## src/rtl/baud_clkgen_pkg.sv

```systemverilog
package baud_clkgen_pkg;

    typedef struct packed {
        logic run;
        logic rx_sel;
        logic tx_sel;
        logic evt_mode;
        logic clk_oe;
    } bcg_cfg_t;

    typedef enum logic [1:0] {
        SRC_NONE  = 2'd0,
        SRC_STATE = 2'd1,
        SRC_EVENT = 2'd2
    } bcg_src_t;

    localparam int unsigned N_TICK = 2;
    localparam int unsigned TICK_TX = 0;
    localparam int unsigned TICK_RX = 1;

    function automatic logic baud_on(bcg_cfg_t c);
        return c.rx_sel | c.tx_sel;
    endfunction

    function automatic logic clko_on(bcg_cfg_t c);
        return c.clk_oe & ~c.evt_mode;
    endfunction

    function automatic bcg_src_t pick_src(bcg_cfg_t c);
        bcg_src_t s;
        s = SRC_NONE;
        if (c.run) begin
            if (c.evt_mode) begin
                if (baud_on(c)) s = SRC_EVENT;
            end else if (baud_on(c) || clko_on(c)) begin
                s = SRC_STATE;
            end
        end
        return s;
    endfunction

endpackage

```

## src/rtl/bcg_stepgen.sv

```systemverilog
module bcg_stepgen
    import baud_clkgen_pkg::*;
(
    input  logic     clk,
    input  logic     rst,
    input  bcg_cfg_t cfg,
    input  logic     evt_pin,
    output logic     step
);
    bcg_src_t src;
    logic     phase;
    logic     evt_q1;
    logic     evt_q2;
    logic     evt_fall;

    assign src = pick_src(cfg);

    always_ff @(posedge clk) begin
        if (rst) begin
            phase <= 1'b0;
        end else if (src == SRC_STATE) begin
            phase <= ~phase;
        end else begin
            phase <= 1'b0;
        end
    end

    always_ff @(posedge clk) begin
        if (rst) begin
            evt_q1 <= 1'b0;
            evt_q2 <= 1'b0;
        end else begin
            evt_q1 <= evt_pin;
            evt_q2 <= evt_q1;
        end
    end

    assign evt_fall = evt_q2 & ~evt_q1;

    always_comb begin
        unique case (src)
            SRC_STATE: step = phase;
            SRC_EVENT: step = evt_fall;
            default:   step = 1'b0;
        endcase
    end
endmodule

```

## src/rtl/bcg_counter.sv

```systemverilog
module bcg_counter #(
    parameter int unsigned CNT_W = 16
) (
    input  logic             clk,
    input  logic             rst,
    input  logic             step,
    input  logic             cnt_we,
    input  logic [CNT_W-1:0] cnt_wdata,
    input  logic             rld_we,
    input  logic [CNT_W-1:0] rld_wdata,
    output logic [CNT_W-1:0] count,
    output logic [CNT_W-1:0] reload,
    output logic             roll
);
    localparam logic [CNT_W-1:0] TOP = '1;
    localparam logic [CNT_W-1:0] ONE = CNT_W'(1);

    assign roll = step & ~cnt_we & (count == TOP);

    always_ff @(posedge clk) begin
        if (rst) begin
            reload <= '0;
        end else if (rld_we) begin
            reload <= rld_wdata;
        end
    end

    always_ff @(posedge clk) begin
        if (rst) begin
            count <= '0;
        end else if (cnt_we) begin
            count <= cnt_wdata;
        end else if (roll) begin
            count <= reload;
        end else if (step) begin
            count <= count + ONE;
        end
    end
endmodule

```

## src/rtl/bcg_outputs.sv

```systemverilog
module bcg_outputs
    import baud_clkgen_pkg::*;
(
    input  logic     clk,
    input  logic     rst,
    input  bcg_cfg_t cfg,
    input  logic     roll,
    output logic     tx_tick,
    output logic     rx_tick,
    output logic     clk_out
);
    logic [N_TICK-1:0] sel;
    logic [N_TICK-1:0] tick_q;

    assign sel[TICK_TX] = cfg.tx_sel;
    assign sel[TICK_RX] = cfg.rx_sel;

    for (genvar i = 0; i < N_TICK; i++) begin : g_tick
        always_ff @(posedge clk) begin
            if (rst) begin
                tick_q[i] <= 1'b0;
            end else begin
                tick_q[i] <= roll & sel[i];
            end
        end
    end

    assign tx_tick = tick_q[TICK_TX];
    assign rx_tick = tick_q[TICK_RX];

    always_ff @(posedge clk) begin
        if (rst) begin
            clk_out <= 1'b0;
        end else if (!clko_on(cfg)) begin
            clk_out <= 1'b0;
        end else if (roll) begin
            clk_out <= ~clk_out;
        end
    end
endmodule

```

## src/rtl/bcg_extflag.sv

```systemverilog
module bcg_extflag (
    input  logic clk,
    input  logic rst,
    input  logic ext_en,
    input  logic ext_pin,
    input  logic ext_clr,
    output logic ext_flag
);
    logic pin_q;
    logic fall;

    assign fall = pin_q & ~ext_pin;

    always_ff @(posedge clk) begin
        if (rst) begin
            pin_q    <= 1'b0;
            ext_flag <= 1'b0;
        end else begin
            pin_q <= ext_pin;
            if (ext_en && fall) begin
                ext_flag <= 1'b1;
            end else if (ext_clr) begin
                ext_flag <= 1'b0;
            end
        end
    end
endmodule

```

## src/rtl/baud_clkgen.sv

```systemverilog
module baud_clkgen
    import baud_clkgen_pkg::*;
#(
    parameter int unsigned CNT_W = 16
) (
    input  logic             clk,
    input  logic             rst,
    input  logic             run,
    input  logic             rx_sel,
    input  logic             tx_sel,
    input  logic             evt_mode,
    input  logic             clk_oe,
    input  logic             ext_en,
    input  logic             ext_pin,
    input  logic             ext_clr,
    input  logic             evt_pin,
    input  logic             cnt_we,
    input  logic [CNT_W-1:0] cnt_wdata,
    input  logic             rld_we,
    input  logic [CNT_W-1:0] rld_wdata,
    output logic [CNT_W-1:0] count,
    output logic [CNT_W-1:0] reload,
    output logic             tx_tick,
    output logic             rx_tick,
    output logic             clk_out,
    output logic             ext_flag
);
    bcg_cfg_t cfg;
    logic     step;
    logic     roll;

    always_comb begin
        cfg.run      = run;
        cfg.rx_sel   = rx_sel;
        cfg.tx_sel   = tx_sel;
        cfg.evt_mode = evt_mode;
        cfg.clk_oe   = clk_oe;
    end

    bcg_stepgen u_step (
        .clk     (clk),
        .rst     (rst),
        .cfg     (cfg),
        .evt_pin (evt_pin),
        .step    (step)
    );

    bcg_counter #(.CNT_W(CNT_W)) u_cnt (
        .clk       (clk),
        .rst       (rst),
        .step      (step),
        .cnt_we    (cnt_we),
        .cnt_wdata (cnt_wdata),
        .rld_we    (rld_we),
        .rld_wdata (rld_wdata),
        .count     (count),
        .reload    (reload),
        .roll      (roll)
    );

    bcg_outputs u_out (
        .clk     (clk),
        .rst     (rst),
        .cfg     (cfg),
        .roll    (roll),
        .tx_tick (tx_tick),
        .rx_tick (rx_tick),
        .clk_out (clk_out)
    );

    bcg_extflag u_ext (
        .clk      (clk),
        .rst      (rst),
        .ext_en   (ext_en),
        .ext_pin  (ext_pin),
        .ext_clr  (ext_clr),
        .ext_flag (ext_flag)
    );
endmodule

```

## config.mk

```make
export PLATFORM = sky130hd
export DESIGN_NAME = baud_clkgen
export DESIGN_NICKNAME = d
export VERILOG_FILES = /design/src/rtl/baud_clkgen_pkg.sv /design/src/rtl/bcg_stepgen.sv /design/src/rtl/bcg_counter.sv /design/src/rtl/bcg_outputs.sv /design/src/rtl/bcg_extflag.sv /design/src/rtl/baud_clkgen.sv
export SDC_FILE = /design/constraint.sdc
export NUM_CORES = 1
export LEC_CHECK = 0
export BUFFER_PORTS_ARGS = -buffer_cell sky130_fd_sc_hd__buf_2
export CORE_ASPECT_RATIO = 2
export CORE_UTILIZATION = 52
export CTS_CLUSTER_SIZE = 25
export DETAILED_ROUTE_END_ITERATION = 10
export HOLD_SLACK_MARGIN = 0.05
export PLACE_DENSITY = 0.94
export SYNTH_ARGS = -nofsm -noshare
export SYNTH_HDL_FRONTEND = slang
export SYNTH_SLANG_ARGS = --single-unit
export TNS_END_PERCENT = 50
```

## constraint.sdc

```tcl
create_clock -name clk -period 6.65 [get_ports clk]
set_clock_uncertainty 0.1 [all_clocks]
set_input_delay 1.33 -clock clk [delete_from_list [all_inputs] [get_ports clk]]
set_output_delay 1.33 -clock clk [all_outputs]
set_load 0.05 [all_outputs]
```

Yosys cells after proc, flatten, opt, wreduce, memory -nomap -nowiden:

Cells that the tools add are included.

* flip-flop bits (word level): 40
* bits of input ports: 45
* logic and storage cells: 46

* $add $sub $neg: 1
* eq/ne operators: 3
* mux-type cells: 10
* bitwise logic cells: 16
* reductions and logical operators: 6

Operators by type and width (count)
* two-way mux 16 bit: 3
* adder 16 x 1 -> 16 bit, second input constant: 1
* equality test 16 bit, second input constant: 1
* inverter 1 bit: 8
* bitwise AND 1 bit: 7
* two-way mux 2 bit: 3
* OR reduction 2 bit: 2
* two-way mux 1 bit: 3
* nonzero test 3 bit: 1
* equality test 2 x 1 -> 1 bit, second input constant: 1
* equality test 2 bit, second input constant: 1
* one-hot mux 1 bit (2 select lines): 1
* nonzero test 2 bit: 1
* logical AND 1 bit: 1
* logical OR 1 bit: 1
* bitwise OR 1 bit: 1

Longest topological paths before layout:

* word-level depth: 12
* mapped depth: 10
* gate-level depth less buffers: 9

Modules after synthesis:

From an unflattened synthesis, not the netlist that was laid out.

* cells, all modules: 230
* area, all modules: 2069.5 um2

By module, submodules not included
* bcg_counter: times used 1, cells each 201, area an instance 1745.4 um2
* bcg_stepgen: times used 1, cells each 16, area an instance 155.1 um2
* bcg_outputs: times used 1, cells each 7, area an instance 103.8 um2
* bcg_extflag: times used 1, cells each 6, area an instance 65.1 um2

Worst setup path after synthesis:

OpenSTA, ideal clock, no wires.

* path kind: input -> register
* from: input tx_sel
* to: register u_cnt.count[13]
* data arrival time: 3.106 ns
* path slack: 3.369 ns
* stages: 7
* path buffers: 1
* cell sequence: o311a_1 -> ha_1 -> nand4bb_1 -> a21oi_1 -> clkbuf_1 -> o211ai_1 -> a31oi_1

* longest elaborated chain between the ends: 11

Ends and longest elaborated chain
* start, declared: line baud_clkgen.sv:10 `input logic tx_sel,`
* bitwise OR 1 bit (*): line baud_clkgen_pkg.sv:22 `return c.rx_sel | c.tx_sel;`
* logical OR 1 bit: line baud_clkgen_pkg.sv:35 `end else if (baud_on(c) || clko_on(c)) begin`
* two-way mux 1 bit: line baud_clkgen_pkg.sv:35
* two-way mux 2 bit (*): line baud_clkgen_pkg.sv:33 `if (c.evt_mode) begin`
* two-way mux 2 bit (*): line baud_clkgen_pkg.sv:32 `if (c.run) begin`
* equality test 2 bit or equality test 2 x 1 -> 1 bit (tied branches): line bcg_stepgen.sv:41 `unique case (src)`
* one-hot mux 1 bit (2 select lines) (*): line bcg_stepgen.sv:41
* bitwise AND 1 bit (2 in a row): line bcg_counter.sv:18 `assign roll = step & ~cnt_we & (count == TOP);`
* two-way mux 16 bit: line bcg_counter.sv:33 `end else if (roll) begin`
* two-way mux 16 bit: line bcg_counter.sv:31 `end else if (cnt_we) begin`
* end signal, assigned: line bcg_counter.sv:32 `count <= cnt_wdata;`
* end signal, assigned: line bcg_counter.sv:34 `count <= reload;`
* end signal, assigned: line bcg_counter.sv:36 `count <= count + ONE;`
* end, declared: line bcg_counter.sv:11 `output logic [CNT_W-1:0] count,`

Mark *: on every way between the ends. The rest lies on a longest branch, timed or not.
A chain may end at the register's enable or synchronous reset.

Worst setup path after layout:

* from: input tx_sel
* to: register u_out.clk_out

* longest elaborated chain between the ends: 9

Ends and longest elaborated chain
* bitwise OR 1 bit (*): line baud_clkgen_pkg.sv:22
* logical OR 1 bit: line baud_clkgen_pkg.sv:35
* two-way mux 1 bit: line baud_clkgen_pkg.sv:35
* two-way mux 2 bit (*): line baud_clkgen_pkg.sv:33
* two-way mux 2 bit (*): line baud_clkgen_pkg.sv:32
* equality test 2 bit or equality test 2 x 1 -> 1 bit (tied branches): line bcg_stepgen.sv:41
* one-hot mux 1 bit (2 select lines) (*): line bcg_stepgen.sv:41
* bitwise AND 1 bit (*) (2 in a row): line bcg_counter.sv:18
* end signal, assigned: line bcg_outputs.sv:37 `clk_out <= ~clk_out;`
* end, declared: line bcg_outputs.sv:10 `output logic clk_out`

Marked as above.

==> impl_results.md <==
* Result of the run: finished, final reports clean
* Highest-count cells in the layout ignoring fill and taps: sky130_fd_sc_hd__buf_2 (80), sky130_fd_sc_hd__dfxtp_1 (40), sky130_fd_sc_hd__nor2_1 (20)
* Worst min path class: reg -> reg
* FF+latch count, synth at 40
* Syn Area/Cell at 8.864 µm²
* Final Hold Slack at 0.3394 ns
* I/O pin count at 81
* DRT iter0 DRCs at 64
* Count of flip-flops with a built-in enable after synthesis at 0
* Final RePlAce weighted congestion at 0.8182
* Count of unresolved DRC violations after routing at 0
* Net count of the mapped netlist at 284
* Buffers inserted during post-CTS setup optimization at 0
* Setup TNS Final at 0 ns
* Max-slew violations at 0
* Final core utilization at 67.22%
* Proportion of layout cells with a drive suffix above 1 at 31.49%
* Hold path startpoint: u_step.phase
* Pwr Density at 212.2 nW/µm²
* Horizontal extent of the die at 46.85 µm
* Drt pass-1 iters at 4
* Count of cells along the worst register-to-register path at 7
* Number of setup violations in the final report at 0
* Height of the chip at 91.70 µm
* Most used flip-flop cell after synthesis: sky130_fd_sc_hd__dfxtp_1
* Launching point of the worst reg2reg path: u_cnt.count[0]
* CTS-repair resized insts at 0
* Post-CTS clock slew at the launch and capture registers of the worst setup and hold paths at 0.08 ns
* Clock tree from TritonCTS: yes
* Setup slack of the most critical reg-to-reg path at 4.11 ns
* Clk_lat worst skew at 0.30 ns
* Area added between synthesis and finish at 23.50%
* Highest-utilization routing layer at the global route stage: met2
* Fraction of the yosys area taken by sequential cells at 38.28%
* Effective utilization at floorplan at 54.43%
* Tot GR Track Use at 26.11%
* Pre-CTS worst setup slack at 2.570 ns
* Grt met1 use at 26.58%
* Total clock sinks at 40
* Crit Path Category: in -> reg
* Buffer levels on the longest clock path at 2
* Min Clock Period, post-route at 3.773 ns
* Element type at the critical path start: input port
* Share of async-settable or async-resettable flops after synthesis at 0%
* Port bufs at 80
* Worst Hold Path Cells at 1
* Post-cts hold buffer count at 0
* Relative slew margins at 22.87%
* Root Driver: sky130_fd_sc_hd__clkbuf_8
* Ratio of final minimum period to clock period at 56.74%
* Via Count at 2080
* Final WL at 5247 µm
* Initial antenna violation count at 0
* Routing usage on met3 at 5.709%
* Wire length per cell after detailed routing at 14.62 µm
* Library cells used by synthesis at 49
* Met2 track demand over resource at 45.95%
* Final count of hold timing violations at 0
* First-pass GRT wire length at 8231 µm
* Fin nets at 355
* P_leak at 1.171 nW
* Endpoint of the worst hold path: u_step.phase
* Capture point of the worst reg-to-reg path: u_out.clk_out
* Antenna diode count at 0
* Achievable frequency at 0.2650 GHz
* Most common cell after layout, fill and taps aside: sky130_fd_sc_hd__buf_2
* Maxcap violations at 0
* Cell Rows at 32
* Die ar. at 4296 µm²
* Worst path setup slack after routing at 2.877 ns
* Endpoint kind of the worst setup timing path: flip-flop
* Residual antenna-violating net count after detailed routing at 0
* Number of global-route vias before repair at 1966
* Aggregate global routing overflow at 0
* Number of filler instances in the final layout at 353
* CP required at 6.77 ns
* Top fanout value on the critical path at 14
* Detailed placement HPWL at 3865 µm
* Maximum VDD drop at 0.2141 mV
* Largest net degree at the start of global routing at 43
* Actual slew at the worst max-slew pin at 1.157 ns
* Cell count after synthesis at 236
* Cell Area, Synth at 2092 µm²
* CP arrival at 3.89 ns
* Yosys warning count at 0
* Htree depth at 2
* Core region area at 3844 µm²
* Setup repair after global routing missed its margin: false
* TritonCTS Buffers at 5
* Vias per std cell at 5.794
## worst max-delay path, stage by stage
cell	delay, ns
sky130_fd_sc_hd__buf_2	0.11
sky130_fd_sc_hd__o311a_1	0.37
sky130_fd_sc_hd__ha_1	0.31
sky130_fd_sc_hd__nand4bb_1	0.26
sky130_fd_sc_hd__a21oi_1	0.93
sky130_fd_sc_hd__nand2_2	0.15
sky130_fd_sc_hd__xor2_1	0.21
sky130_fd_sc_hd__nor4b_2	0.22
## state kept, by name, summed over array words and instances, names as in the netlist
name	count
u_out.tx_tick	1
u_out.rx_tick	1
u_cnt.reload	16
u_out.clk_out	1
u_step.evt_q2	1
u_cnt.count	16
u_ext.ext_flag	1
u_step.phase	1
u_ext.pin_q	1
u_step.evt_q1	1
## metrics by stage
step	cells	total power, W	cell area [µm²]
6_report	359	0.0005482	2584
2_1_floorplan	236	0.0003467	2092
4_1_cts	359	0.0005500	2584
3_3_place_gp	351	0.0003766	2486
5_1_grt	359	0.0005693	2584
3_5_place_dp	351	0.0003793	2486
## synth_stat cells (2+ instances only)
| cell type | instances | area share [%] |
|---|---|---|
| sky130_fd_sc_hd__dfxtp_1 | 40 | 38 |
| sky130_fd_sc_hd__nor2_1 | 20 | 3.6 |
| sky130_fd_sc_hd__mux2i_1 | 17 | 8.1 |
| sky130_fd_sc_hd__nand2_1 | 16 | 2.9 |
| sky130_fd_sc_hd__a21oi_1 | 15 | 3.6 |
| sky130_fd_sc_hd__clkbuf_1 | 13 | 2.3 |
| sky130_fd_sc_hd__a31oi_1 | 10 | 3.0 |
| sky130_fd_sc_hd__nand2b_1 | 8 | 2.4 |
| sky130_fd_sc_hd__nand3b_1 | 8 | 2.9 |
| sky130_fd_sc_hd__inv_1 | 7 | 1.3 |
| sky130_fd_sc_hd__nand3_1 | 7 | 1.7 |
| sky130_fd_sc_hd__xnor2_1 | 7 | 2.9 |
| sky130_fd_sc_hd__nand4_1 | 6 | 1.8 |
| sky130_fd_sc_hd__o211ai_1 | 6 | 2.2 |
| sky130_fd_sc_hd__and4_1 | 4 | 1.7 |
| sky130_fd_sc_hd__nor2b_1 | 4 | 1.2 |
| sky130_fd_sc_hd__o31ai_1 | 4 | 1.4 |
| sky130_fd_sc_hd__ha_1 | 3 | 1.8 |
| sky130_fd_sc_hd__nor3_1 | 3 | 0.72 |
| sky130_fd_sc_hd__nor3b_1 | 3 | 1.1 |
| sky130_fd_sc_hd__xor2_1 | 3 | 1.3 |
| sky130_fd_sc_hd__buf_2 | 2 | 0.48 |
| sky130_fd_sc_hd__mux2_2 | 2 | 1.1 |
| sky130_fd_sc_hd__nor4_1 | 2 | 0.60 |
| sky130_fd_sc_hd__o21ai_0 | 2 | 0.48 |
## power breakdown
group	internal, W	switching [W]
sequential	0.000252	0.0000158
combinational	0.0000363	0.0000700
clock	0.0000840	0.0000899
total	0.000372	0.000176
## routing by layer
layer	share of wire [%]	wire [µm]	vias to the layer above
li1	-	-	1003
met1	38	1968	974
met2	54	2838	87
met3	5.6	293	16
met4	2.8	146	0
met5	0	0	-
## cell type report
cell class / instances / area, µm² / area share, %
clock buffer: 6 / 82.58 / 3.196
clock inverter: 2 / 15.01 / 0.5811
inverter: 7 / 26.28 / 1.017
multi-input combinational: 172 / 1187 / 45.96
sequential: 40 / 800.8 / 30.99
tap: 51 / 63.81 / 2.470
timing repair buffer: 81 / 407.9 / 15.79
## worst max-delay path by stage
stage | start | endpoint | slack, ns | depth (start not counted)
detailed placement | tx_sel | u_out.clk_out | 2.57 | 8
global placement | tx_sel | u_out.clk_out | 2.74 | 8
finish | tx_sel | u_out.clk_out | 2.88 | 8
global route | tx_sel | u_out.clk_out | 2.70 | 8
CTS | tx_sel | u_out.clk_out | 2.89 | 8
floorplan | tx_sel | u_cnt.count[13] | 3.37 | 7
## cells by family (layout without fill, tap and decap cells)
family,Yosys count,in the layout,synth area share [%]
simple gates,89,89,25.00
flops,40,40,38.28
compound gates,50,50,16.03
buf+inv,24,96,4.965
mux,20,20,9.749
fa+ha+maj,3,3,1.794
xor+xnor,10,10,4.187
No activity file was read; power rests on OpenSTA's default activity.
